==> config.mk <==
export PLATFORM = sky130hd
export DESIGN_NAME = cfg_serial_rx
export DESIGN_NICKNAME = d
export VERILOG_FILES = /design/src/rtl/cfg_rx_pkg.sv /design/src/rtl/cfg_line_sync.sv /design/src/rtl/cfg_watchdog.sv /design/src/rtl/cfg_preamble_det.sv /design/src/rtl/cfg_frame_rx.sv /design/src/rtl/cfg_serial_rx.sv
export SDC_FILE = /design/constraint.sdc
export NUM_CORES = 1
export LEC_CHECK = 0
export CAP_MARGIN = 20
export CORE_ASPECT_RATIO = 0.9
export CORE_MARGIN = 5
export CORE_UTILIZATION = 45
export CTS_CLUSTER_SIZE = 14
export DETAILED_ROUTE_END_ITERATION = 16
export DONT_BUFFER_PORTS = 1
export HOLD_SLACK_MARGIN = 0.15
export PLACE_DENSITY = 0.63
export SLEW_MARGIN = 20
export SYNTH_ARGS = -nofsm -noshare
export SYNTH_HDL_FRONTEND = slang
export SYNTH_SLANG_ARGS = --single-unit
==> constraint.sdc <==
create_clock -name clk -period 3.25 [get_ports clk]
set_input_delay 0.1625 -clock clk [delete_from_list [all_inputs] [get_ports clk]]
set_output_delay 0.1625 -clock clk [all_outputs]
set_load 0.03 [all_outputs]
==> src/rtl/cfg_rx_pkg.sv <==
`timescale 1ns/1ps
// Shared sizes, receiver states and address decode for the serial
// configuration receiver.
package cfg_rx_pkg;
    localparam int DATA_W   = 21;
    localparam int ADDR_W   = 3;
    localparam int FRAME_W  = DATA_W + ADDR_W;
    localparam int NUM_REGS = 6;

    typedef enum logic [1:0] {
        RX_IDLE  = 2'd0,
        RX_START = 2'd1,
        RX_BITS  = 2'd2,
        RX_STOP  = 2'd3
    } rx_state_e;

    // Map a received address to a one-hot register strobe; unused codes give none.
    function automatic logic [NUM_REGS-1:0] addr_to_sel(input logic [ADDR_W-1:0] addr);
        logic [NUM_REGS-1:0] sel;
        case (addr)
            3'd0:    sel = 6'b000001;
            3'd1:    sel = 6'b000010;
            3'd2:    sel = 6'b000100;
            3'd3:    sel = 6'b001000;
            3'd4:    sel = 6'b010000;
            3'd6:    sel = 6'b100000;
            default: sel = '0;
        endcase
        return sel;
    endfunction
endpackage

==> src/rtl/cfg_line_sync.sv <==
`timescale 1ns/1ps
// Multi-stage synchronizer for a group of asynchronous input lines.
// Assumes each line is held stable for longer than STAGES+1 system cycles.
module cfg_line_sync #(
    parameter int LINES  = 2,
    parameter int STAGES = 2
) (
    input  logic             clk,
    input  logic             rst_n,
    input  logic [LINES-1:0] raw_i,
    output logic [LINES-1:0] lvl_o
);
    logic [LINES-1:0] stg_q [STAGES];

    generate
        for (genvar s = 0; s < STAGES; s++) begin : g_stage
            // One flop rank of the synchronizer chain.
            always_ff @(posedge clk) begin
                if (!rst_n)
                    stg_q[s] <= '0;
                else if (s == 0)
                    stg_q[s] <= raw_i;
                else
                    stg_q[s] <= stg_q[(s == 0) ? 0 : s-1];
            end
        end
    endgenerate

    assign lvl_o = stg_q[STAGES-1];
endmodule

==> src/rtl/cfg_watchdog.sv <==
`timescale 1ns/1ps
// Inactivity timer: restarts on every kick and pulses expire_o once
// when LIMIT cycles pass without a kick. Assumes LIMIT >= 2.
module cfg_watchdog #(
    parameter int LIMIT = 100_000
) (
    input  logic clk,
    input  logic rst_n,
    input  logic kick_i,
    output logic expire_o
);
    localparam int CNT_W = $clog2(LIMIT + 1);
    localparam logic [CNT_W-1:0] CNT_MAX  = CNT_W'(LIMIT);
    localparam logic [CNT_W-1:0] CNT_LAST = CNT_W'(LIMIT - 1);

    logic [CNT_W-1:0] quiet_q;

    // Count quiet cycles, saturating at the limit.
    always_ff @(posedge clk) begin
        if (!rst_n || kick_i)
            quiet_q <= '0;
        else if (quiet_q != CNT_MAX)
            quiet_q <= quiet_q + 1'b1;
    end

    assign expire_o = (quiet_q == CNT_LAST) && !kick_i;

    // one expiry per quiet period
    a_r9_single_expiry: assert property (@(posedge clk) disable iff (!rst_n)
        expire_o |=> !expire_o);
endmodule

==> src/rtl/cfg_preamble_det.sv <==
`timescale 1ns/1ps
// Unlock detector: counts serial clock rising edges with data high and
// fires on a low-data rising edge once MIN_HIGH of them were seen.
// Counting only runs while en_i is high; clear_i discards the count.
module cfg_preamble_det #(
    parameter int MIN_HIGH = 5
) (
    input  logic clk,
    input  logic rst_n,
    input  logic en_i,
    input  logic clear_i,
    input  logic rise_i,
    input  logic dat_i,
    output logic unlock_o
);
    localparam int CNT_W = $clog2(MIN_HIGH + 1);
    localparam logic [CNT_W-1:0] CNT_MIN = CNT_W'(MIN_HIGH);

    logic [CNT_W-1:0] hi_cnt_q;

    // Track the run of high-data rising edges, saturating at MIN_HIGH.
    always_ff @(posedge clk) begin
        if (!rst_n || clear_i || !en_i)
            hi_cnt_q <= '0;
        else if (rise_i) begin
            if (!dat_i)
                hi_cnt_q <= '0;
            else if (hi_cnt_q != CNT_MIN)
                hi_cnt_q <= hi_cnt_q + 1'b1;
        end
    end

    assign unlock_o = en_i && !clear_i && rise_i && !dat_i && (hi_cnt_q == CNT_MIN);

    // a counted high edge always leaves a nonzero run length
    a_r1_run_counts: assert property (@(posedge clk) disable iff (!rst_n)
        (en_i && !clear_i && rise_i && dat_i) |=> (hi_cnt_q != '0));
endmodule

==> src/rtl/cfg_frame_rx.sv <==
`timescale 1ns/1ps
// Frame decoder: after start_i checks the start bit, shifts in the
// complement-then-true encoded payload LSB first, and checks the load
// command. Reports load_o or err_o as single-cycle pulses.
// Assumes rise/fall pulses come from one synchronized serial clock.
module cfg_frame_rx
    import cfg_rx_pkg::*;
#(
    parameter int FRAME_W_P = FRAME_W
) (
    input  logic                 clk,
    input  logic                 rst_n,
    input  logic                 start_i,
    input  logic                 abort_i,
    input  logic                 rise_i,
    input  logic                 fall_i,
    input  logic                 dat_i,
    output logic                 busy_o,
    output logic                 load_o,
    output logic                 err_o,
    output logic [FRAME_W_P-1:0] word_o
);
    localparam int CNT_W = $clog2(FRAME_W_P);
    localparam logic [CNT_W-1:0] LAST_BIT = CNT_W'(FRAME_W_P - 1);

    rx_state_e            st_q;
    logic                 fall_lvl_q;
    logic [CNT_W-1:0]     bit_cnt_q;
    logic [FRAME_W_P-1:0] shift_q;
    logic                 start_ok, bit_ok, stop_ok;

    // Remember the data level seen at the latest falling edge.
    always_ff @(posedge clk) begin
        if (!rst_n)
            fall_lvl_q <= 1'b0;
        else if (fall_i)
            fall_lvl_q <= dat_i;
    end

    assign start_ok = fall_lvl_q && !dat_i;
    assign bit_ok   = fall_lvl_q != dat_i;
    assign stop_ok  = fall_lvl_q && dat_i;

    // Sequence through start bit, payload bits and load command.
    always_ff @(posedge clk) begin
        if (!rst_n || abort_i) begin
            st_q      <= RX_IDLE;
            bit_cnt_q <= '0;
        end else begin
            case (st_q)
                RX_IDLE:  if (start_i) st_q <= RX_START;
                RX_START: if (rise_i) begin
                    st_q      <= start_ok ? RX_BITS : RX_IDLE;
                    bit_cnt_q <= '0;
                end
                RX_BITS:  if (rise_i) begin
                    if (!bit_ok)
                        st_q <= RX_IDLE;
                    else if (bit_cnt_q == LAST_BIT)
                        st_q <= RX_STOP;
                    else
                        bit_cnt_q <= bit_cnt_q + 1'b1;
                end
                RX_STOP:  if (rise_i) st_q <= RX_IDLE;
                default:  st_q <= RX_IDLE;
            endcase
        end
    end

    // Shift accepted payload bits in from the top so the first bit lands at bit 0.
    always_ff @(posedge clk) begin
        if (!rst_n)
            shift_q <= '0;
        else if (st_q == RX_BITS && rise_i && bit_ok && !abort_i)
            shift_q <= {dat_i, shift_q[FRAME_W_P-1:1]};
    end

    assign busy_o = st_q != RX_IDLE;
    assign word_o = shift_q;
    assign load_o = !abort_i && rise_i && st_q == RX_STOP && stop_ok;
    assign err_o  = !abort_i && rise_i &&
                    ((st_q == RX_START && !start_ok) ||
                     (st_q == RX_BITS  && !bit_ok)   ||
                     (st_q == RX_STOP  && !stop_ok));

    // payload counter never passes the frame length
    a_r6_count_bound: assert property (@(posedge clk) disable iff (!rst_n)
        (st_q == RX_BITS) |-> (bit_cnt_q <= LAST_BIT));
    // a bit is either loaded or rejected, never both
    a_r2_load_err_excl: assert property (@(posedge clk) disable iff (!rst_n)
        !(load_o && err_o));
    // abort always returns to idle
    a_r9_abort_idle: assert property (@(posedge clk) disable iff (!rst_n)
        abort_i |=> (st_q == RX_IDLE));
    // after a load the receiver needs a new unlock
    a_r11_load_idle: assert property (@(posedge clk) disable iff (!rst_n)
        load_o |=> (st_q == RX_IDLE));
endmodule

==> src/rtl/cfg_serial_rx.sv <==
`timescale 1ns/1ps
// Top: synchronizes the two serial lines, finds edges, runs the unlock
// detector, frame decoder and watchdog, and drives the write strobe and
// the sticky error flag. Assumes pwr_down_i is synchronous to clk.
module cfg_serial_rx
    import cfg_rx_pkg::*;
#(
    parameter int WDOG_CYC    = 100_000,
    parameter int PRE_MIN     = 5,
    parameter int SYNC_STAGES = 2
) (
    input  logic                clk,
    input  logic                rst_n,
    input  logic                ser_clk_i,
    input  logic                ser_dat_i,
    input  logic                pwr_down_i,
    output logic [NUM_REGS-1:0] wr_sel_o,
    output logic [DATA_W-1:0]   wr_data_o,
    output logic                err_n_o
);
    localparam int CLK_IX = 0;
    localparam int DAT_IX = 1;

    logic [1:0]         lvl, last_q, rise, fall;
    logic               kick, expire, abort, unlock;
    logic               busy, load, frame_err;
    logic [FRAME_W-1:0] word;

    cfg_line_sync #(.LINES(2), .STAGES(SYNC_STAGES)) u_sync (
        .clk(clk), .rst_n(rst_n),
        .raw_i({ser_dat_i, ser_clk_i}), .lvl_o(lvl)
    );

    // Keep the previous synchronized levels for edge detection.
    always_ff @(posedge clk) begin
        if (!rst_n)
            last_q <= '0;
        else
            last_q <= lvl;
    end

    assign rise  = lvl & ~last_q;
    assign fall  = ~lvl & last_q;
    assign kick  = |(rise | fall);
    assign abort = expire || pwr_down_i;

    cfg_watchdog #(.LIMIT(WDOG_CYC)) u_wdog (
        .clk(clk), .rst_n(rst_n), .kick_i(kick), .expire_o(expire)
    );

    cfg_preamble_det #(.MIN_HIGH(PRE_MIN)) u_pre (
        .clk(clk), .rst_n(rst_n),
        .en_i(!busy && !pwr_down_i), .clear_i(expire),
        .rise_i(rise[CLK_IX]), .dat_i(lvl[DAT_IX]), .unlock_o(unlock)
    );

    cfg_frame_rx u_frame (
        .clk(clk), .rst_n(rst_n),
        .start_i(unlock), .abort_i(abort),
        .rise_i(rise[CLK_IX]), .fall_i(fall[CLK_IX]), .dat_i(lvl[DAT_IX]),
        .busy_o(busy), .load_o(load), .err_o(frame_err), .word_o(word)
    );

    // Issue the one-cycle write strobe and latch the data word on a load.
    always_ff @(posedge clk) begin
        if (!rst_n) begin
            wr_sel_o  <= '0;
            wr_data_o <= '0;
        end else begin
            wr_sel_o <= load ? addr_to_sel(word[FRAME_W-1:DATA_W]) : '0;
            if (load)
                wr_data_o <= word[DATA_W-1:0];
        end
    end

    // Sticky error flag: set by any frame error, cleared by an unlock.
    always_ff @(posedge clk) begin
        if (!rst_n)
            err_n_o <= 1'b1;
        else if (unlock)
            err_n_o <= 1'b1;
        else if (frame_err)
            err_n_o <= 1'b0;
    end

    // at most one register is strobed per cycle
    a_r4_sel_onehot: assert property (@(posedge clk) disable iff (!rst_n)
        $onehot0(wr_sel_o));
    // the flag stays low until an unlock
    a_r8_err_sticky: assert property (@(posedge clk) disable iff (!rst_n)
        (!err_n_o && !unlock) |=> !err_n_o);
    // power-down blocks writes
    a_r10_pd_no_write: assert property (@(posedge clk) disable iff (!rst_n)
        (pwr_down_i && $past(pwr_down_i)) |=> (wr_sel_o == '0));
endmodule

Yosys cells after proc, flatten, opt, wreduce, memory -nomap -nowiden

Memories as Yosys holds them, arrays and structs flattened.
Cells that the tools add are included.
W data, S select, Z words.

Register bits after elaboration: 82
Bits in writable memories: 4
Output and inout bits: 28
Logic and storage cells: 110
Memories: 1
Input bits: 5

Add/sub/neg operators: 3
Reductions and logical operators: 46
Bitwise gates (word level): 8
Muxes and demuxes: 20
Equality and inequality tests: 22

Memory list:

| memory       | words | bits a word | read ports | clocked after Yosys merged registers in | wr ports | RTL line            | RTL |
|---|---|---|---|---|---|---|---|
| u_sync.stg_q | 2     | 2           | 2          | 0                                       | 2        | cfg_line_sync.sv:13 | `logic [LINES-1:0] stg_q [STAGES];` |

Operators with widths:

| operator                | count |
|---|---|
| $pmux W6 S6             | 1 |
| $mux W5                 | 4 |
| $logic_and A1 B1 Y1     | 18 |
| $mux W2                 | 9 |
| $add A17 B1 Y17 const B | 1 |
| $eq A17 B17 Y1 const B  | 1 |
| $ne A17 B17 Y1 const B  | 1 |
| $logic_not A1 Y1        | 11 |
| $pmux W5 S2             | 1 |
| $reduce_and A5 Y1       | 2 |
| $eq A3 B3 Y1 const B    | 3 |
| $ne A2 B2 Y1 const B    | 4 |
| $pmux W2 S4             | 1 |
| $logic_or A1 B1 Y1      | 7 |
| $eq A3 B2 Y1 const B    | 2 |
| $mux W3                 | 2 |
| $ne A2 B1 Y1 const B    | 3 |
| $ne A3 B3 Y1 const B    | 2 |
| $add A5 B1 Y5 const B   | 1 |
| $eq A5 B5 Y1 const B    | 1 |
| $and A2 B2 Y2           | 2 |
| $eq A2 B2 Y1 const B    | 2 |
| $not A2 Y2              | 2 |
| $reduce_and A2 Y1       | 2 |
| other kinds (12)        | 16 |

Logic depth before layout (Yosys ltp)

Gate-level depths: netlist of the first run.

Depth after elaboration: 13
Depth in mapped cells: 9
Mapped depth without buffers: 7

Cells and area by module

From an unflattened synthesis of the first run, not the netlist that was laid out.

Cells, all modules: 407
Area, all modules: 3766.1 sq um

By module, submodules not included:

| module           | instances | area each (sq um) | cells each |
|---|---|---|---|
| cfg_frame_rx     | 1         | 1415.1            | 166 |
| cfg_serial_rx    | 1         | 1121.1            | 101 |
| cfg_watchdog     | 1         | 929.6             | 111 |
| cfg_preamble_det | 1         | 195.2             | 21 |
| cfg_line_sync    | 1         | 105.1             | 8 |

Worst setup path after synthesis of the first run

OpenSTA, ideal clock, no wires.

Path type: register -> register
Start point: mem u_sync.stg_q[1][1]
End point: reg u_frame.shift_q[1] (netlist: u_frame.word_o[1])
Required time: 3.122 ns
Stages on the path, launching flop included: 9
Slack: 1.488 ns
Library setup time: 0.128 ns
Data arrival time: 1.634 ns
Clock period less this slack: 1.762 ns
Cell sequence: dfxtp_1 > inv_1 > ha_1 > nor4b_1 > o21ai_1 > buf_4 > buf_4 > nand3_1 > o21ai_0

RTL lines:

| item                 | RTL line            | RTL |
|---|---|---|
| from (decl)          | cfg_line_sync.sv:13 |  |
| to (signal assigned) | cfg_frame_rx.sv:75  | `shift_q <= {dat_i, shift_q[FRAME_W_P-1:1]};` |
| to (decl)            | cfg_frame_rx.sv:29  | `logic [FRAME_W_P-1:0] shift_q;` |

Worst setup path in the final report of the first run

Start point: reg u_wdog.quiet_q[0]
End point: reg err_n_o

Cells in the longest elaborated chain, start to end: 8
Elaborated cells between the ends (all ways): 12

Ends and longest elaborated chain:

| item                             | RTL line               | RTL |
|---|---|---|
| from (decl)                      | cfg_watchdog.sv:16     | `logic [CNT_W-1:0] quiet_q;` |
| from (signal assigned)           | cfg_watchdog.sv:23     | `quiet_q <= quiet_q + 1'b1;` |
| $eq A17 B17 Y1 (*)               | cfg_watchdog.sv:26     | `assign expire_o = (quiet_q == CNT_LAST) && !kick_i;` |
| $logic_and A1 B1 Y1 (*)          | cfg_watchdog.sv:26     |  |
| $logic_not A1 Y1                 | cfg_preamble_det.sv:33 | `assign unlock_o = en_i && !clear_i && rise_i && !dat_i && (hi_cnt_q == CNT_MIN);` |
| $logic_and A1 B1 Y1 (4 in a row) | cfg_preamble_det.sv:33 |  |
| $reduce_or A2 Y1 (no line)       | -                      |  |
| to (signal assigned)             | cfg_serial_rx.sv:79    | `err_n_o <= 1'b1;` |
| to (signal assigned)             | cfg_serial_rx.sv:81    | `err_n_o <= 1'b1;` |
| to (signal assigned)             | cfg_serial_rx.sv:83    | `err_n_o <= 1'b0;` |
| to (decl)                        | cfg_serial_rx.sv:19    | `output logic err_n_o` |

Every way passes the cells marked *; elsewhere a longest branch is shown, timed or not.
A chain may end at the register's enable or synchronous reset.

==> results of run 1 <==
power groups by stage:
stage	Sequential (mW)	Clock, mW	Combinational (mW)
5_1_grt	1.07	0.844	0.0592
3_3_place_gp	1.09	0	0.0329
3_5_place_dp	1.09	0	0.0329
6_report	1.06	0.771	0.0522
2_1_floorplan	1.09	0	0.0404
4_1_cts	1.06	0.800	0.0531
Yosys cell counts (all sizes together), types with 3 or more instances:
master  count  area [um2]
clkbuf     12        45.0
nand3      35         175
xnor2       9        78.8
a21oi       8        40.0
o21ai      34         174
nand2      64         248
xor2        8        70.1
nand2b      4        25.0
nor4        5        31.3
nor4b       4        35.0
and2        6        37.5
ha          9         113
inv        11        41.3
or3         3        18.8
nand4       4        37.5
buf         8        70.1
nor2b       5        31.3
nor3        7        35.0
mux2i      23         230
dfxtp      86        1720
nor2       23        86.3
cell type report:
| cell class | instances | area [um2] |
|---|---|---|
| clock inverter | 6 | 67.6 |
| inverter | 11 | 41.3 |
| fill | 724 | 3770 |
| sequential | 86 | 1720 |
| clock buffer | 10 | 138 |
| tap | 96 | 120 |
| multi-input combinational | 272 | 1650 |
| timing repair buffer | 6 | 75.1 |
worst paths after layout:
path,end,slack [ns],depth (start not counted)
setup / recovery,err_n_o,0.94,7
hold / removal,last_q[1],0.21,3
setup reg to reg,err_n_o,0.94,7
hold reg to reg,u_sync.stg_q[1][0],0.44,1
critical path: cells and delay by family (launching register included):
family | cells | cell delay (ns)
simple gates | 4 | 0.94
compound gates | 1 | 0.15
flops | 1 | 0.39
buf+inv | 1 | 0.56
fa+ha+maj | 1 | 0.21
cell families after synthesis:
group                      Yosys count  synth area share [%]
AOI/OAI and AO/OA                   50                  7.92
xor gates and xnor gates            17                  4.23
muxes                               23                  6.53
DFF                                 86                  48.9
buffers and inverters               31                  4.44
adders and majority gates            9                  3.20
and+or+nand+nor                    173                  24.8
sequential cells by signal, summed over array words and instances (netlist names):
register            cells
u_frame.word_o         24
wr_data_o              21
u_wdog.quiet_q         17
wr_sel_o                6
u_frame.bit_cnt_q       5
u_sync.stg_q            4
u_pre.hi_cnt_q          3
last_q                  2
u_frame.st_q            2
err_n_o                 1
u_frame.fall_lvl_q      1
metrics by stage:
stage | std cells | cell area (um2) | utilization, % | hold slack [ns] | setup slack (ns)
3_3_place_gp | 466 | 3540 | 46.7 | 0.263 | 1.24
6_report | 487 | 3810 | 50.3 | 0.210 | 0.938
5_1_grt | 487 | 3810 | 50.3 | 0.223 | 0.817
3_5_place_dp | 466 | 3540 | 46.7 | 0.265 | 1.22
4_1_cts | 487 | 3810 | 50.3 | 0.203 | 0.930
2_1_floorplan | 389 | 3520 | - | 0.290 | 1.49
layer usage:
| layer | vias up | GRT usage (%) | part of all wire (%) |
|---|---|---|---|
| met2 | 39 | 20.4 | 43 |
| met1 | 1148 | 17.5 | 50 |
| met3 | 2 | 6.01 | 6.2 |
| li1 | 1326 | - | - |
| met5 | - | 0 | 0 |
| met4 | 0 | 4.85 | 0.87 |
timing repair:
action,in CTS,in global routing
hold endpoints to repair,63,0
gates resized for setup,0,0
hold buffers,5,0
==> results by group, run 1 <==
Clock tree
  • Clk sinks: between 80 and 90
  • CTS root buf: clkbuf_8
  • Clock-pin slew on the worst setup and hold paths: ~0.090 ns
  • CTS max path bufs: 2
  • CTS H-tree lvls: 3
  • Skew-Pair Late Insertion Delay: approximately 0.35 ns
  • CTS tree: built
  • Total clock buffers created by CTS: 9
  • Setup bufs post-CTS: 0

Run
  • Max cap viols: 0

Finish
  • Commonest non-fill, non-tap cell in the layout: dfxtp_1
  • Diode count: 0
  • Share of layout cells above drive strength 1: 6.65%
  • Nets: 400
  • Most frequent cells in the layout: dfxtp_1 (86), nand2_1 (63), nand3_1 (35)
  • Area growth syn-to-layout: 8.20%

Routing
  • Total Wirelength: between 6 and 7 mm
  • Routed WL per cell: about 13 um
  • Drt drc: 0
  • Count of routing violations after the opening detailed-route iteration: 90
  • Antenna Violating Nets Remaining: 0
  • Vias: 2515
  • Drt pass-1 iters: 4
  • Vias per cell: approximately 5.2

Global routing
  • Largest net degree at the start of global routing: 80
  • Number of global-route vias before repair: approximately 2300
  • GR Overflow Total: 0
  • Antenna violations before repair: 0
  • Global-route wire length before repair: around 10 mm
  • GRT Total Usage: a little over an eighth

Worst hold path
  • Worst Hold Launch: rst_n
  • Hold Path Class: input port to flop

STA
  • F_max: 432 MHz
  • Unrepaired setup endpoints after global routing: false
  • Setup TNS: 0 ns
  • Worst slew pin tran: 0.675 ns
  • Fin Clk Skew: 0.0111 ns
  • Setup violations, final: 0
  • Final hold viol count: 0
  • Final slew viol count: 0
  • Max_slew headroom: between 50 and 60%
  • Period utilization: between 70% and 80%
  • Crit path time final: between 2 and 2.5 ns

Power and ir drop
  • Int Power: between 1 and 1.5 mW
  • VDD IR max: between 200 and 250 uV
  • Total power draw: between 1.5 and 2 mW
  • Clock power frac: 40.8%
  • Combinational share of power: 2.8%
  • Portion of total power attributed to sequential cells: a little under three fifths
  • Pwr Density: roughly 500 mW/mm2
  • Switching Share: a little under a quarter
  • Lkg Pwr: approximately 1.4 nW
  • P_sw: roughly 0.43 mW

Synth
  • Avg Cell Area, Syn: just over 9 um2
  • Syn Nets: 403
  • Post-synth ARST share: 0%
  • Post-synthesis sequential area ratio: 48.9%
  • #FFs+latches synth: 86
  • Cells after synthesis: 389
  • YS warnings: 0
  • EDFF count, synth: 0
  • Post-synth top flop: dfxtp_1
  • Post-Syn Area: about 0.0035 mm2
  • Post-synthesis cell type count: between 40 and 50

Setup path
  • CP Cell Sequence: ha_1 > and4_1 > nand4_2 > or2_4 > and3b_1 > o221ai_1 > dlygate4sd3_1
  • Critical Path AT: 2.61 ns
  • Critical Path Start: u_wdog.quiet_q[0]
  • Element type at the critical path start: flop
  • Setup crit end kind: flop
  • WS Path Type: flop to flop
  • RR Startpoint: u_wdog.quiet_q[0]
  • Worst Path Max Fanout: 4
  • Slowest cell on the critical path: dlygate4sd3_1
  • CP max stage delay: 0.56 ns
  • Worst EP required: between 3 and 4 ns

Place
  • IO buf count: 0
  • RD Place Congestion: slightly below 0.8
  • Placed wire-length estimate: around 4.1 mm

Die
  • Initial core utilization: 46.5%
  • Full die area: roughly 0.0097 mm2
  • Die Ht: ~94 um
  • # rows: 30
  • Core ar.: about 0.0076 mm2
  • Chip width: ~100 um
  • I/O pins: 33

Outcome
  • Status: finished, final reports clean
Power figures use the tool's default switching activity.
==> inputs of run 2 (changes only) <==
--- a/config.mk
+++ b/config.mk
@@ -13,7 +13,7 @@
 export DETAILED_ROUTE_END_ITERATION = 16
 export DONT_BUFFER_PORTS = 1
 export HOLD_SLACK_MARGIN = 0.15
-export PLACE_DENSITY = 0.63
+export PLACE_DENSITY = 0.65
 export SLEW_MARGIN = 20
 export SYNTH_ARGS = -nofsm -noshare
 export SYNTH_HDL_FRONTEND = slang
==> constraint.sdc (replaced) <==
create_clock -name clk -period 1.9 [get_ports clk]
set_input_delay 0.095 -clock clk [delete_from_list [all_inputs] [get_ports clk]]
set_output_delay 0.095 -clock clk [all_outputs]
set_load 0.03 [all_outputs]
==> run 2 against run 1 <==
Net effect:
- critical path depth did not move
- clock-buffer cell count unchanged
- via count is 2.0% higher
- total power increased by 73%
- clock power rose by 74%
- cell count up 1.6%
- global-route usage rose by 0.86 points
- die area unchanged
- final area rose by 3.3%
- sequential share of layout area down 1.4 points
- critical path type unchanged
- largest cell class unchanged
==> results by group, run 2 (same netlist as run 1, synthesis figures left out) <==
Die
  • I/O pins: 33 (unchanged)
  • Die Ht: 93.9 um (unchanged)
  • Initial core utilization: 46.5% (unchanged)
  • Full die area: 0.00970 mm2 (unchanged)
  • Chip width: 103 um (unchanged)
  • Core ar.: 0.00758 mm2 (unchanged)
  • # rows: 30 (unchanged)

Setup path
  • WS Path Type: flop to flop
  • Worst Path Max Fanout: 12 (+8)
  • CP max stage delay: 0.36 ns (-0.20 ns)
  • Delay-heaviest family, CP: simple AND/OR/NAND/NOR gates
  • Setup crit end kind: flop
  • Slowest cell on the critical path: dfxtp_2
  • CP Cell Sequence: ha_1 > and4_4 > nand4_2 > or2_4 > nand2_4 > buf_12 > mux2i_1
  • WP buf/inv: 1 (unchanged)
  • Worst EP required: 2.17 ns (-1.38 ns)
  • Element type at the critical path start: flop
  • Critical Path AT: 2.08 ns (-0.53 ns)

Routing
  • Routed WL per cell: 13.2 um (+1.8%)
  • Count of routing violations after the opening detailed-route iteration: 117 (+30%)
  • Vias: 2565 (+2.0%)
  • Total Wirelength: 6.55 mm (+3.5%)
  • Drt drc: 0 (unchanged)
  • Wire length on met3: 356 um (-9.6%)
  • Vias per cell: 5.18 (+0.34%)
  • Top routing layer used: met4
  • Drt pass-1 iters: 4 (unchanged)
  • Met2 Wirelength: 2.86 mm (+4.1%)
  • Antenna Violating Nets Remaining: 0 (unchanged)
  • Post-Route M1 WL: 3.25 mm (+3.5%)

Finish
  • Utilization after layout: 51.9% (+1.7 points)
  • Max reg flops: 24 (unchanged)
  • Layout Cells excl Fill: 495 (+1.6%)
  • Share of layout cells above drive strength 1: 9.77% (+3.1 points)
  • Most frequent cells in the layout: dfxtp_1 (84), nand2_1 (63), nand3_1 (35)
  • Commonest non-fill, non-tap cell in the layout: dfxtp_1
  • Final instance area: 0.00394 mm2 (+3.3%)
  • Nets: 410 (+2.5%)
  • Area growth syn-to-layout: 11.8%
  • Diode count: 0 (unchanged)

Run
  • Max cap viols: 0 (unchanged)

Global routing
  • GR Overflow Total: 0 (unchanged)
  • Global-route wire length before repair: 11.0 mm (+4.8%)
  • Number of global-route vias before repair: 2360 (+3.7%)
  • Antenna violations before repair: 0 (unchanged)
  • GRT Total Usage: 14.5% (+0.86 points)
  • Largest net degree at the start of global routing: 81 (+1.3%)

Power and ir drop
  • Pwr Density: 828 mW/mm2 (+67%)
  • Int Power: 2.58 mW (+77%)
  • Lkg Pwr: 1.48 nW (+5.3%)
  • Clock power frac: 41.0% (+0.2 points)
  • Portion of total power attributed to sequential cells: 55.8% (-0.6 points)
  • Combinational share of power: 3.2% (+0.4 points)
  • VDD IR max: 433 uV (+97%)
  • P_sw: 0.685 mW (+59%)
  • Total power draw: 3.26 mW (+73%)
  • Switching Share: 21.0% (-1.8 points)

Clock tree
  • CTS tree: built
  • CTS H-tree lvls: 3 (unchanged)
  • CTS max path bufs: 2 (unchanged)
  • Setup bufs post-CTS: 0 (unchanged)
  • Total clock buffers created by CTS: 9 (unchanged)
  • Skew-Pair Late Insertion Delay: 0.34 ns (about the same)
  • Clk sinks: 86 (unchanged)
  • CTS root buf: clkbuf_8
  • Clock-pin slew on the worst setup and hold paths: 0.08 ns (about the same)

Place
  • DP Area: 0.00365 mm2 (+3.2%)
  • Placed Cells: 476 (+2.1%)
  • IO buf count: 0 (unchanged)
  • RD Place Congestion: 0.860 (+8.8%)
  • Placed wire-length estimate: 4.35 mm (+5.9%)

STA
  • Unrepaired setup endpoints after global routing: false
  • Crit path time final: 1.81 ns (-0.503 ns)
  • Worst slew pin tran: 0.402 ns (-0.272 ns)
  • Final hold viol count: 0 (unchanged)
  • Setup violations, final: 0 (unchanged)
  • Period utilization: 95.2% (+24 points)
  • Fin Clk Skew: 0.00896 ns (-0.00215 ns)
  • Final slew viol count: 0 (unchanged)
  • Max_slew headroom: 72.9% (+18 points)
  • Setup TNS: 0 ns (unchanged)
  • F_max: 553 MHz (+28%)

Worst hold path
  • Hold Path Class: input port to flop

Outcome
  • Status: finished, final reports clean
-- run 2: changes by cell type in the layout (fill, tap and decap cells not counted), sizes merged --
cell / change
clkinvlp: -2
buf: +10
clkinv: +1
bufinv: +1
inv: -2
-- run 2: tightest hold or removal path: stages --
cell	delay (ns)
nand2b_1	0.12
nor4_1	0.08
nand2_1	0.07
o221ai_1	0.10
-- run 2: worst paths after layout --
path	from	endpoint	slack (ns)	cells past startpoint
max	u_wdog.quiet_q[0]	wr_data_o[0]	0.09	7
min	pwr_down_i	err_n_o	0.18	4
max reg2reg	u_wdog.quiet_q[0]	wr_data_o[0]	0.09	7
min reg2reg	u_frame.word_o[20]	u_frame.word_o[20]	0.47	2
-- run 2: through the flow --
step	setup WS, ns	hold slack, ns
2_1_floorplan	0.138	0.222
3_3_place_gp	0.117	0.190
3_5_place_dp	0.0485	0.197
4_1_cts	0.0139	0.168
5_1_grt	0.00423	0.230
6_report	0.0909	0.180
-- run 2: final cells by class --
cell class | count | area [um2]
repair buffers | 16 | 188
clock inverters | 4 | 73.8
inverters | 11 | 41.3
well taps | 96 | 120
clock buffers | 10 | 128
multi-input cells | 272 | 1660
fillers | 700 | 3640
flip-flops and latches | 86 | 1720
-- run 2: power groups by stage --
stage	combinational (mW)	clock, mW	sequential (mW)
after floorplan	0.0691	0	1.86
after global placement	0.0651	0	1.86
after detailed placement	0.0662	0	1.86
after CTS	0.104	1.37	1.82
after global routing	0.117	1.46	1.82
final	0.104	1.34	1.82
-- run 2: layer usage --
| layer | up-vias | GRT usage, % |
|---|---|---|
| met5 | - | 0 |
| met3 | 6 | 5.64 |
| met1 | 1163 | 19.7 |
| met2 | 54 | 20.5 |
| li1 | 1342 | - |
| met4 | 0 | 5.93 |
-- run 2: repair_timing --
action | 4_1_cts | 5_1_grt
endpoints found under the hold margin | 80 | 0
hold buffers | 5 | 0
resized for setup | 0 | 6
endpoints found under the setup margin | 0 | 22
==> inputs of run 3 (changes only) <==
--- a/config.mk
+++ b/config.mk
@@ -12,6 +12,7 @@
 export CTS_CLUSTER_SIZE = 14
 export DETAILED_ROUTE_END_ITERATION = 16
 export DONT_BUFFER_PORTS = 1
+export GPL_TIMING_DRIVEN = 0
 export HOLD_SLACK_MARGIN = 0.15
 export PLACE_DENSITY = 0.65
 export SLEW_MARGIN = 20
==> run 3 against run 2 <==
Net effect:
- cell count increased by 2.6%
- first-iteration DRC count increased by 24%
- total power shrank 1.8%
- clock-buffer cell count stayed put
- critical path depth grew 1
- non-clock buffer count up 12
- critical endpoint is now u_frame.word_o[5]
- largest power group unchanged
- highest routed layer unchanged
==> results by group, run 3 (same netlist as run 1, synthesis figures left out) <==
STA
  • Unrepaired setup endpoints after global routing: true
  • Period utilization: 94.6% (-0.61 points)
  • Final slew viol count: 0 (unchanged)
  • Crit path time final: 1.80 ns (-0.0116 ns)
  • Fin Clk Skew: 0.0102 ns (+0.00125 ns)
  • Final hold viol count: 0 (unchanged)
  • F_max: 556 MHz (+0.65%)
  • Setup TNS: 0 ns (unchanged)
  • Hold_ws: 0.244 ns (+0.0642 ns)
  • Max_slew headroom: 62.9% (-10 points)
  • Worst slew pin tran: 0.556 ns (+0.154 ns)
  • Setup violations, final: 0 (unchanged)

Routing
  • Vias per cell: 5.23 (+0.90%)
  • Drt pass-1 iters: 4 (unchanged)
  • Total Wirelength: 7.19 mm (+9.7%)
  • Vias: 2656 (+3.5%)
  • Count of routing violations after the opening detailed-route iteration: 145 (+24%)
  • Drt drc: 0 (unchanged)
  • Antenna Violating Nets Remaining: 0 (unchanged)
  • Routed WL per cell: 14.1 um (+6.9%)

Setup path
  • Worst Path Max Fanout: 10 (-2)
  • WP buf/inv: 3 (+2)
  • RR Startpoint: u_sync.stg_q[1][1]
  • WS Path Type: flop to flop
  • Worst EP required: 2.14 ns (-0.03 ns)
  • Critical Path AT: 2.03 ns (-0.05 ns)
  • CP Cell Sequence: inv_1 > ha_2 > nor4b_4 > o21ai_2 > buf_6 > buf_4 > nand3_1 > o21ai_0
  • Critical Path Start: u_sync.stg_q[1][1]
  • Element type at the critical path start: flop
  • Setup crit end kind: flop
  • Slowest cell on the critical path: dfxtp_4
  • Delay-heaviest family, CP: flip-flops
  • CP max stage delay: 0.40 ns (+0.04 ns)

Place
  • RD Place Congestion: 0.808 (-6.0%)
  • Placed wire-length estimate: 4.75 mm (+9.3%)
  • Placed Cells: 485 (+1.9%)
  • DP Area: 0.00364 mm2 (-0.24%)
  • IO buf count: 0 (unchanged)

Clock tree
  • CTS root buf: clkbuf_8
  • Skew-Pair Late Insertion Delay: 0.35 ns (about the same)
  • CTS tree: built
  • Clock-pin slew on the worst setup and hold paths: 0.08 ns (about the same)
  • Clk sinks: 86 (unchanged)
  • Total clock buffers created by CTS: 9 (unchanged)
  • CTS H-tree lvls: 3 (unchanged)
  • CTS max path bufs: 2 (unchanged)

Die
  • # rows: 30 (unchanged)
  • Chip width: 103 um (unchanged)
  • Core ar.: 0.00758 mm2 (unchanged)
  • Initial core utilization: 46.5% (unchanged)
  • Full die area: 0.00970 mm2 (unchanged)
  • Die Ht: 93.9 um (unchanged)
  • I/O pins: 33 (unchanged)

Finish
  • Layout Cells excl Fill: 508 (+2.6%)
  • Diode count: 0 (unchanged)
  • Final instance area: 0.00401 mm2 (+1.7%)
  • Most frequent cells in the layout: dfxtp_1 (83), nand2_1 (63), nand3_1 (35)
  • Utilization after layout: 52.9% (+0.91 points)
  • Max reg flops: 24 (unchanged)
  • Area growth syn-to-layout: 13.7%
  • Share of layout cells above drive strength 1: 11.7% (+1.9 points)
  • Commonest non-fill, non-tap cell in the layout: dfxtp_1
  • Nets: 422 (+2.9%)

Global routing
  • GRT Total Usage: 15.5% (+1.0 points)
  • Global route hottest layer: met2
  • Global-route wire length before repair: 11.9 mm (+7.9%)
  • Number of global-route vias before repair: 2531 (+7.2%)
  • Met3 usage: 4.16% (-1.5 points)
  • GR Overflow Total: 0 (unchanged)
  • Largest net degree at the start of global routing: 15 (-81%)
  • Antenna violations before repair: 0 (unchanged)
  • GR met2 Demand/Resource: 23.1% (+2.6 points)
  • Met1 GRT Util: 21.2% (+1.5 points)

Worst hold path
  • Worst Hold Launch: pwr_down_i
  • Hold Path Class: input port to flop

Run
  • Max cap viols: 0 (unchanged)

Power and ir drop
  • Lkg Pwr: 1.50 nW (+0.90%)
  • VDD IR max: 504 uV (+16%)
  • Pwr Density: 799 mW/mm2 (-3.5%)

Outcome
  • Status: finished, final reports clean
## run 3: final timing paths
check	endpoint	slack, ns	depth (start not counted)
worst max-delay path	u_frame.word_o[5]	0.10	8
worst min register to register	wr_data_o[0]	0.46	2
worst max register to register	u_frame.word_o[5]	0.10	8
worst min-delay path	err_n_o	0.24	4
## run 3: power breakdown
part	leakage [nW]	internal, mW	switching (mW)
Combinational	0.704	0.0346	0.0696
Sequential	0.696	1.81	0.0120
Clock	0.0983	0.638	0.637
Total	1.50	2.48	0.719
## run 3: per-stage QoR
| step | power, mW | setup slack [ns] |
|---|---|---|
| 6_report | 3.20 | 0.102 |
| 3_3_place_gp | 1.95 | -0.234 |
| 3_5_place_dp | 1.96 | -0.299 |
| 5_1_grt | 3.34 | -0.0107 |
| 4_1_cts | 3.24 | 0.00993 |
| 2_1_floorplan | 1.93 | 0.138 |
## run 3: area by class of cell
cell class              instances  area, um2
repair buffers                  8       67.6
multi-input cells             272       1710
flip-flops and latches         86       1730
clock inverters                 5       60.1
well taps                      96        120
plain buffers                  20        140
clock buffers                  10        138
fillers                       698       3570
inverters                      11       41.3
## run 3: repair_timing
action                                  in CTS  in global routing
endpoints found under the hold margin       15                  0
pin swaps                                    1                  2
resized for setup                           12                 16
endpoints found under the setup margin      43                 51
hold buffers                                 4                  0
setup buffers                                0                  4
## run 3: per-layer routing
| metal | up-vias | wire, um |
|---|---|---|
| li1 | 1374 | - |
| met1 | 1222 | 3520 |
| met2 | 50 | 3190 |
| met3 | 10 | 352 |
| met4 | 0 | 121 |
| met5 | - | 0 |
## run 3: tightest hold or removal path, cell delays in order
cell and delay [ns]:
nand2b_1 0.16, nor4_1 0.10, nand2_1 0.07, o221ai_1 0.11
